==> src/rtl/mgalu_pkg.sv <==
package mgalu_pkg;

  typedef enum logic [1:0] {
    OP_ADD = 2'b00,
    OP_XOR = 2'b01,
    OP_OR  = 2'b10,
    OP_AND = 2'b11
  } alu_op_e;

  // Row index = {a, b, c}, with c the least significant bit
  typedef struct packed {
    logic [7:0] row_en;
    logic       dup_en;   // extra a&b row that feeds the sum
    logic       cin_pass; // external carry passed to bit 0
  } row_ctrl_t;

  localparam logic [7:0] SUM_ROWS   = 8'b1001_0110; // rows 1,2,4,7
  localparam logic [7:0] CARRY_ROWS = 8'b1110_1000; // rows 3,5,6,7

  function automatic row_ctrl_t ctrl_for(alu_op_e op);
    row_ctrl_t c;
    case (op)
      OP_ADD:  c = '{row_en: 8'b1111_1111, dup_en: 1'b0, cin_pass: 1'b1};
      OP_XOR:  c = '{row_en: 8'b0001_0101, dup_en: 1'b0, cin_pass: 1'b0};
      OP_OR:   c = '{row_en: 8'b0001_0101, dup_en: 1'b1, cin_pass: 1'b0};
      default: c = '{row_en: 8'b0000_0001, dup_en: 1'b1, cin_pass: 1'b0};
    endcase
    return c;
  endfunction

  function automatic logic [7:0] decode_rows(logic a, logic b, logic c);
    return 8'b0000_0001 << {a, b, c};
  endfunction

  function automatic logic sign_flip(logic a, logic b, logic s);
    return (~a & ~b & s) | (a & b & ~s);
  endfunction

endpackage

==> src/rtl/mgalu_row_ctrl.sv <==
module mgalu_row_ctrl
  import mgalu_pkg::*;
(
  input  logic [1:0] op_i,
  input  logic       cin_i,
  output row_ctrl_t  ctrl_o,
  output logic       cin_o,
  output logic       is_add_o
);
  alu_op_e op_w;

  always_comb begin
    op_w     = alu_op_e'(op_i);
    ctrl_o   = ctrl_for(op_w);
    cin_o    = cin_i & ctrl_o.cin_pass;
    is_add_o = (op_w == OP_ADD);
  end
endmodule

==> src/rtl/mgalu_bit.sv <==
module mgalu_bit
  import mgalu_pkg::*;
(
  input  logic      a_i,
  input  logic      b_i,
  input  logic      c_i,
  input  row_ctrl_t ctrl_i,
  output logic      s_o,
  output logic      c_o
);
  logic [7:0] hit_w;
  logic       dup_w;

  always_comb begin
    hit_w = decode_rows(a_i, b_i, c_i) & ctrl_i.row_en;
    dup_w = a_i & b_i & ctrl_i.dup_en;
    s_o   = (|(hit_w & SUM_ROWS)) | dup_w;
    c_o   = |(hit_w & CARRY_ROWS);
  end
endmodule

==> src/rtl/mgalu_flags.sv <==
module mgalu_flags
  import mgalu_pkg::*;
(
  input  logic is_add_i,
  input  logic a_top_i,
  input  logic b_top_i,
  input  logic s_top_i,
  input  logic c_top_i,
  output logic cout_o,
  output logic ovf_o
);
  always_comb begin
    cout_o = is_add_i & c_top_i;
    ovf_o  = is_add_i & sign_flip(a_top_i, b_top_i, s_top_i);
  end
endmodule

==> src/rtl/mgalu_slice.sv <==
module mgalu_slice
  import mgalu_pkg::*;
#(
  parameter int W = 32
) (
  input  logic [W-1:0] a_i,
  input  logic [W-1:0] b_i,
  input  logic         cin_i,
  input  logic [1:0]   op_i,
  output logic [W-1:0] res_o,
  output logic         cout_o,
  output logic         ovf_o
);
  localparam int TOP = W - 1;

  row_ctrl_t    ctrl_w;
  logic         is_add_w;
  logic [W:0]   chain_w;

  mgalu_row_ctrl u_ctrl (
    .op_i     (op_i),
    .cin_i    (cin_i),
    .ctrl_o   (ctrl_w),
    .cin_o    (chain_w[0]),
    .is_add_o (is_add_w)
  );

  for (genvar i = 0; i < W; i++) begin : g_cell
    mgalu_bit u_bit (
      .a_i    (a_i[i]),
      .b_i    (b_i[i]),
      .c_i    (chain_w[i]),
      .ctrl_i (ctrl_w),
      .s_o    (res_o[i]),
      .c_o    (chain_w[i+1])
    );
  end

  mgalu_flags u_flags (
    .is_add_i (is_add_w),
    .a_top_i  (a_i[TOP]),
    .b_top_i  (b_i[TOP]),
    .s_top_i  (res_o[TOP]),
    .c_top_i  (chain_w[W]),
    .cout_o   (cout_o),
    .ovf_o    (ovf_o)
  );
endmodule

==> config.mk <==
export PLATFORM = sky130hd
export DESIGN_NAME = mgalu_slice
export DESIGN_NICKNAME = d
export VERILOG_FILES = /design/src/rtl/mgalu_pkg.sv /design/src/rtl/mgalu_row_ctrl.sv /design/src/rtl/mgalu_bit.sv /design/src/rtl/mgalu_flags.sv /design/src/rtl/mgalu_slice.sv
export SDC_FILE = /design/constraint.sdc
export NUM_CORES = 1
export LEC_CHECK = 0
export BUFFER_PORTS_ARGS = -buffer_cell sky130_fd_sc_hd__buf_2
export CAP_MARGIN = 20
export CORE_MARGIN = 1
export CORE_UTILIZATION = 49
export DETAILED_ROUTE_END_ITERATION = 12
export MAX_ROUTING_LAYER = met4
export PLACE_DENSITY = 0.81
export SYNTH_ARGS = -nofsm -noshare
export SYNTH_HDL_FRONTEND = slang
export SYNTH_HIERARCHICAL = 1
export SYNTH_SLANG_ARGS = --single-unit
==> constraint.sdc <==
create_clock -name vclk -period 19.7
set_clock_uncertainty 0.05 [all_clocks]
set_input_delay 1.97 -clock vclk [all_inputs]
set_output_delay 1.97 -clock vclk [all_outputs]
set_load 0.02 [all_outputs]
Word level (Yosys, flattened, before mapping)
Cells that the tools add are included.
Cells by class
  $add $sub $neg: 0
  $mul: 0
  div/mod/pow operators: 0
  order comparisons: 0
  equal/unequal tests: 2
  shift-type cells: 32
  multiplexer cells: 1
  bitwise logic cells: 138
  reduce and logical (&&, ||, !) cells: 65
Operators with widths (count)
  $and A8 B8 Y8: 32
  $reduce_or A4 Y1: 64
  $shl A1 B3 Y8 const A: 32
  $and A1 B1 Y1: 70
  $or A1 B1 Y1: 33
  $pmux W10 S3: 1
  $not A1 Y1: 3
  $eq A2 B1 Y1 const B: 1
  $eq A2 B2 Y1 const B: 1
  $logic_not A2 Y1: 1
Storage, ports and cells
  register bits after elaboration: 0
  bits in latches: 0
  memory bits (writable): 0
  ROM bits: 0
  input port bits: 67
  output and inout port bits: 34
  logic and storage cells: 238
  memories kept: 0

Depth between registers and ports, before layout
  depth after elaboration: 104
  gate-level depth with buffers: 70
  depth with buffers taken out: 69

Modules after synthesis
Netlist, hierarchy kept.
By module, submodules not included
  mgalu_bit: times used 32, cells an instance 11, area an instance 88.8 um2, sequential area each 0.0 um2
  mgalu_row_ctrl: times used 1, cells an instance 13, area an instance 87.6 um2, sequential area each 0.0 um2
  mgalu_flags: times used 1, cells an instance 4, area an instance 30.0 um2, sequential area each 0.0 um2

Worst setup path before layout
OpenSTA, ideal clock, no wires.
  path kind: input -> output
  start point: input port op_i[1]
  end point: output port ovf_o
  arrival: 18.498 ns
  required time: 17.680 ns
  slack: -0.818 ns
  stages: 70
  path buffers: 1
  cell sequence: nor2_1 > buf_4 > mux2i_1 > mux2i_1 > a32o_1 > mux2i_1 > a32o_1 > and2b_4 > a32o_1 > and2b_4 > a32o_1 > and2b_4 > a32o_1 > and2b_4 > a32o_1 > and2b_4 > a32o_1 > and2b_4 > [... 34 more ...] > a32o_1 > and2b_4 > a32o_1 > and2b_4 > a32o_1 > and2b_4 > a32o_1 > and2b_4 > a32o_1 > and2b_4 > a32o_1 > and2b_4 > a32o_1 > nor2b_1 > a221oi_2 > a21oi_1 > nand4bb_1 > nand2_1
RTL lines
  start: declaration: line mgalu_slice.sv:9  | input logic [1:0] op_i,
  end: declaration: line mgalu_slice.sv:12  | output logic ovf_o

Worst setup path after layout
  start point: input port op_i[1]
  end point: output port ovf_o
On the way
  longest elaborated chain between the ends: 104
  elaborated cells on any way between the ends: 108
  classes of those cells: eq/ne (2); shift (32); mux (1); bitwise (40); reduce/logical (33)
RTL lines
  $eq A2 B2 Y1, or another cell as far along: line mgalu_pkg.sv:22  | case (op)
  $pmux W10 S3 *: line mgalu_pkg.sv:22
  $and A1 B1 Y1 *: line mgalu_row_ctrl.sv:15  | cin_o = cin_i & ctrl_o.cin_pass;
  net chain_w[0]: line mgalu_slice.sv:18  | logic [W:0] chain_w;
  $shl A1 B3 Y8 *: line mgalu_pkg.sv:32  | return 8'b0000_0001 << {a, b, c};
  $and A8 B8 Y8 *: line mgalu_bit.sv:15  | hit_w = decode_rows(a_i, b_i, c_i) & ctrl_i.row_en;
  $reduce_or A4 Y1 *: line mgalu_bit.sv:18  | c_o = |(hit_w & CARRY_ROWS);
  net chain_w[1]: line mgalu_slice.sv:18
  [... 3 more ...]
  net chain_w[2]: line mgalu_slice.sv:18
  [... 3 more ...]
  net chain_w[3]: line mgalu_slice.sv:18
  [... 3 more ...]
  net chain_w[4]: line mgalu_slice.sv:18
  [... 3 more ...]
  net chain_w[5]: line mgalu_slice.sv:18
  [... 3 more ...]
  net chain_w[6]: line mgalu_slice.sv:18
  [... 3 more ...]
  net chain_w[7]: line mgalu_slice.sv:18
  [... 3 more ...]
  net chain_w[8]: line mgalu_slice.sv:18
  [... 3 more ...]
  net chain_w[9]: line mgalu_slice.sv:18
  [... 3 more ...]
  net chain_w[10]: line mgalu_slice.sv:18
  [... 3 more ...]
  net chain_w[11]: line mgalu_slice.sv:18
  [... 3 more ...]
  net chain_w[12]: line mgalu_slice.sv:18
  [... 3 more ...]
  net chain_w[13]: line mgalu_slice.sv:18
  [... 3 more ...]
  net chain_w[14]: line mgalu_slice.sv:18
  [... 3 more ...]
  net chain_w[15]: line mgalu_slice.sv:18
  [... 3 more ...]
  net chain_w[16]: line mgalu_slice.sv:18
  [... 3 more ...]
  net chain_w[17]: line mgalu_slice.sv:18
  [... 3 more ...]
  net chain_w[18]: line mgalu_slice.sv:18
  [... 3 more ...]
  net chain_w[19]: line mgalu_slice.sv:18
  [... 3 more ...]
  net chain_w[20]: line mgalu_slice.sv:18
  [... 3 more ...]
  net chain_w[21]: line mgalu_slice.sv:18
  [... 3 more ...]
  net chain_w[22]: line mgalu_slice.sv:18
  [... 3 more ...]
  net chain_w[23]: line mgalu_slice.sv:18
  [... 3 more ...]
  net chain_w[24]: line mgalu_slice.sv:18
  [... 3 more ...]
  net chain_w[25]: line mgalu_slice.sv:18
  [... 3 more ...]
  net chain_w[26]: line mgalu_slice.sv:18
  [... 3 more ...]
  net chain_w[27]: line mgalu_slice.sv:18
  [... 3 more ...]
  net chain_w[28]: line mgalu_slice.sv:18
  [... 3 more ...]
  net chain_w[29]: line mgalu_slice.sv:18
  [... 3 more ...]
  net chain_w[30]: line mgalu_slice.sv:18
  [... 3 more ...]
  net chain_w[31]: line mgalu_slice.sv:18
  $shl A1 B3 Y8 *: line mgalu_pkg.sv:32
  $and A8 B8 Y8 *: line mgalu_bit.sv:15
  $reduce_or A4 Y1 *: line mgalu_bit.sv:17  | s_o = (|(hit_w & SUM_ROWS)) | dup_w;
  $or A1 B1 Y1 *: line mgalu_bit.sv:17
  $not A1 Y1: line mgalu_pkg.sv:36  | return (~a & ~b & s) | (a & b & ~s);
  $and A1 B1 Y1: line mgalu_pkg.sv:36
  $or A1 B1 Y1 *: line mgalu_pkg.sv:36
  $and A1 B1 Y1 *: line mgalu_flags.sv:14  | ovf_o = is_add_i & sign_flip(a_top_i, b_top_i, s_top_i);
Mark *: on every way through the listed nets, which the timed path passes. The rest lies on a longest branch.

==> results.rst <==
.. list-table::
   :header-rows: 1

   * - Metric
     - Value
   * - Run status
     - finished, final reports clean
   * - Final hold violation count
     - 0
   * - Worst stage delay on the critical path
     - slightly below 300 ps
   * - Post-synthesis instance total
     - ~370
   * - Power density relative to cell area
     - between 20 and 25 mW/mm²
   * - DIE WIDTH
     - between 70 and 80 µm
   * - Worst slew pin tran
     - 821 ps
   * - Critical Path Slowest Stage Cell
     - sky130_fd_sc_hd__a32o_2
   * - Total of buffers placed on input and output ports
     - around 100
   * - Largest net degree at the start of global routing
     - 89
   * - Post-detailed-routing wire length
     - around 8000 µm
   * - Routed WL per cell
     - around 14 µm
   * - Residual DRC
     - 0
   * - Final critical-path required period
     - 19,250 ps
   * - Leakage power total
     - 2.01 nW
   * - IR drop worst, VDD
     - approximately 0.000011 V
   * - Class of the worst hold path
     - in -> out
   * - Fillers
     - approximately 460
   * - Area added between synthesis and finish
     - 33.1%
   * - # setup viols final
     - 0
   * - Crit Path Category
     - in -> out
   * - Total grt overflow
     - 0
   * - Die ar.
     - approximately 0.0063 mm²
   * - Antenna Violating Nets Remaining
     - 0
   * - Yosys warning count
     - 6
   * - Cell Rows
     - 27
   * - Synth Area per Inst
     - between 8 and 9 µm²
   * - RSZ-0062 raised after global routing
     - false
   * - Layout clock buffers
     - 0
   * - Effective utilization at floorplan
     - a little over half
   * - Data arrival time of the critical path
     - approximately 17,000 ps
   * - Post-synthesis cell area
     - a little under 0.003 mm²
   * - Area of the core
     - about 0.0056 mm²
   * - Count of final max-slew check failures
     - 0
   * - Max-capacitance violation count
     - 0
   * - Initial drt markers
     - 103
   * - Final critical-path share of the clock period
     - slightly below 100%
   * - Total power of the final layout
     - just under 0.09 mW
   * - Wire length of the first global-routing pass
     - 12,800 µm
   * - Number of antenna violations at the first check in global routing
     - 0
   * - Final setup slack of the worst path
     - ~450 ps
   * - Die Y
     - around 79 µm
   * - Number of nets in the final layout
     - 576
   * - Antenna diode instance count
     - 0
   * - Vias per cell
     - 6.04
   * - Sequential cell count of the final layout
     - 0
   * - Synthesized Nets
     - 433
   * - WP data required
     - roughly 18,000 ps
   * - Weighted congestion at the end of routability-driven global placement
     - between 0.7 and 0.8
   * - Critical path capture point type
     - output pin
   * - Routed vias
     - about 3.5k
   * - Detailed Place HPWL
     - approximately 5900 µm
   * - Number of iterations in the first detailed-routing pass
     - 4
   * - Crit-path max FO
     - 5
   * - Number of global-route vias before repair
     - roughly 3.2k
   * - Post-placement worst setup slack
     - -66.4 ps
   * - Share of final-layout standard cells stronger than drive strength 1
     - slightly below 50%
   * - Category of the worst setup path launch point
     - input port
   * - Max transition margin
     - between 40 and 50%
   * - I/O Pins
     - a little over 100
   * - Timing-limited maximum frequency
     - a little over 50 MHz
   * - Register area
     - 0 µm²
   * - Total GRT Usage
     - around a quarter
-- per-layer routing --
layer | vias to the layer above | routed length (µm) | track usage, %
met3 | 4 | 321 | 1.37
met2 | 81 | 3950 | 46.8
li1 | 1783 | - | -
met4 | 0 | 29 | 3.09
met1 | 1629 | 3590 | 27.2
met5 | - | 0 | -
-- metrics by stage --
stage	hold WS (ps)	instances	util, %	setup TNS, ps	area, µm²
3_3_place_gp	4240	576	68.3	0	3850
3_5_place_dp	4250	576	68.3	-66.4	3850
4_1_cts	4250	576	68.6	0	3870
2_1_floorplan	3970	366	-	0	3000
6_report	4250	579	69.4	0	3920
5_1_grt	4270	579	69.4	0	3920
-- cell type report --
cell class | count | area [µm²] | area share (%)
multi-input cells | 359 | 2960 | 75.7
well taps | 72 | 90.1 | 2.30
repair buffers | 148 | 861 | 22.0
-- critical path: cells and delay by family --
kind	cells	cell delay, ps
buffers and inverters	2	270
AND/OR/NAND/NOR	34	5870
multiplexers	1	100
AO/OA/AOI/OAI	33	8970
-- report_power, final --
part           switching [mW]  internal [mW]  total, mW
combinational          0.0486         0.0382     0.0868
sequential                  0              0          0
clock                       0              0          0
-- placed cells by master, fill, tap and decap left out --
cell type                   instances
sky130_fd_sc_hd__a221oi_2          32
sky130_fd_sc_hd__a21oi_2            1
sky130_fd_sc_hd__nor3b_4            1
sky130_fd_sc_hd__a21oi_1           31
sky130_fd_sc_hd__nand2_1           32
sky130_fd_sc_hd__nand4b_1           1
sky130_fd_sc_hd__a22oi_1           31
sky130_fd_sc_hd__a32o_1             1
sky130_fd_sc_hd__nor2b_1           31
sky130_fd_sc_hd__nor2_1            31
sky130_fd_sc_hd__nand2_2            2
sky130_fd_sc_hd__a22oi_2            1
sky130_fd_sc_hd__nor2b_2            1
sky130_fd_sc_hd__a21o_1            32
sky130_fd_sc_hd__buf_2            100
sky130_fd_sc_hd__nand4bb_1          1
sky130_fd_sc_hd__and2b_4           32
sky130_fd_sc_hd__nor2_2             1
sky130_fd_sc_hd__nor2_4             1
sky130_fd_sc_hd__mux2i_1           64
sky130_fd_sc_hd__buf_4             48
sky130_fd_sc_hd__and2_1             1
sky130_fd_sc_hd__a32o_2            31
-- repair_timing --
action	in CTS	in global routing
setup endpoints to repair	1	3
gates resized for setup	5	15
setup buffers	0	3
cloned	0	0
pin swaps	1	12
hold buffers	0	0
-- worst paths after layout --
check	depth (start not counted)	end	slack [ps]	startpoint
hold / removal	3	res_o[8]	4250	a_i[8]
setup / recovery	70	ovf_o	450	op_i[1]
Power figures use the tool's default switching activity.
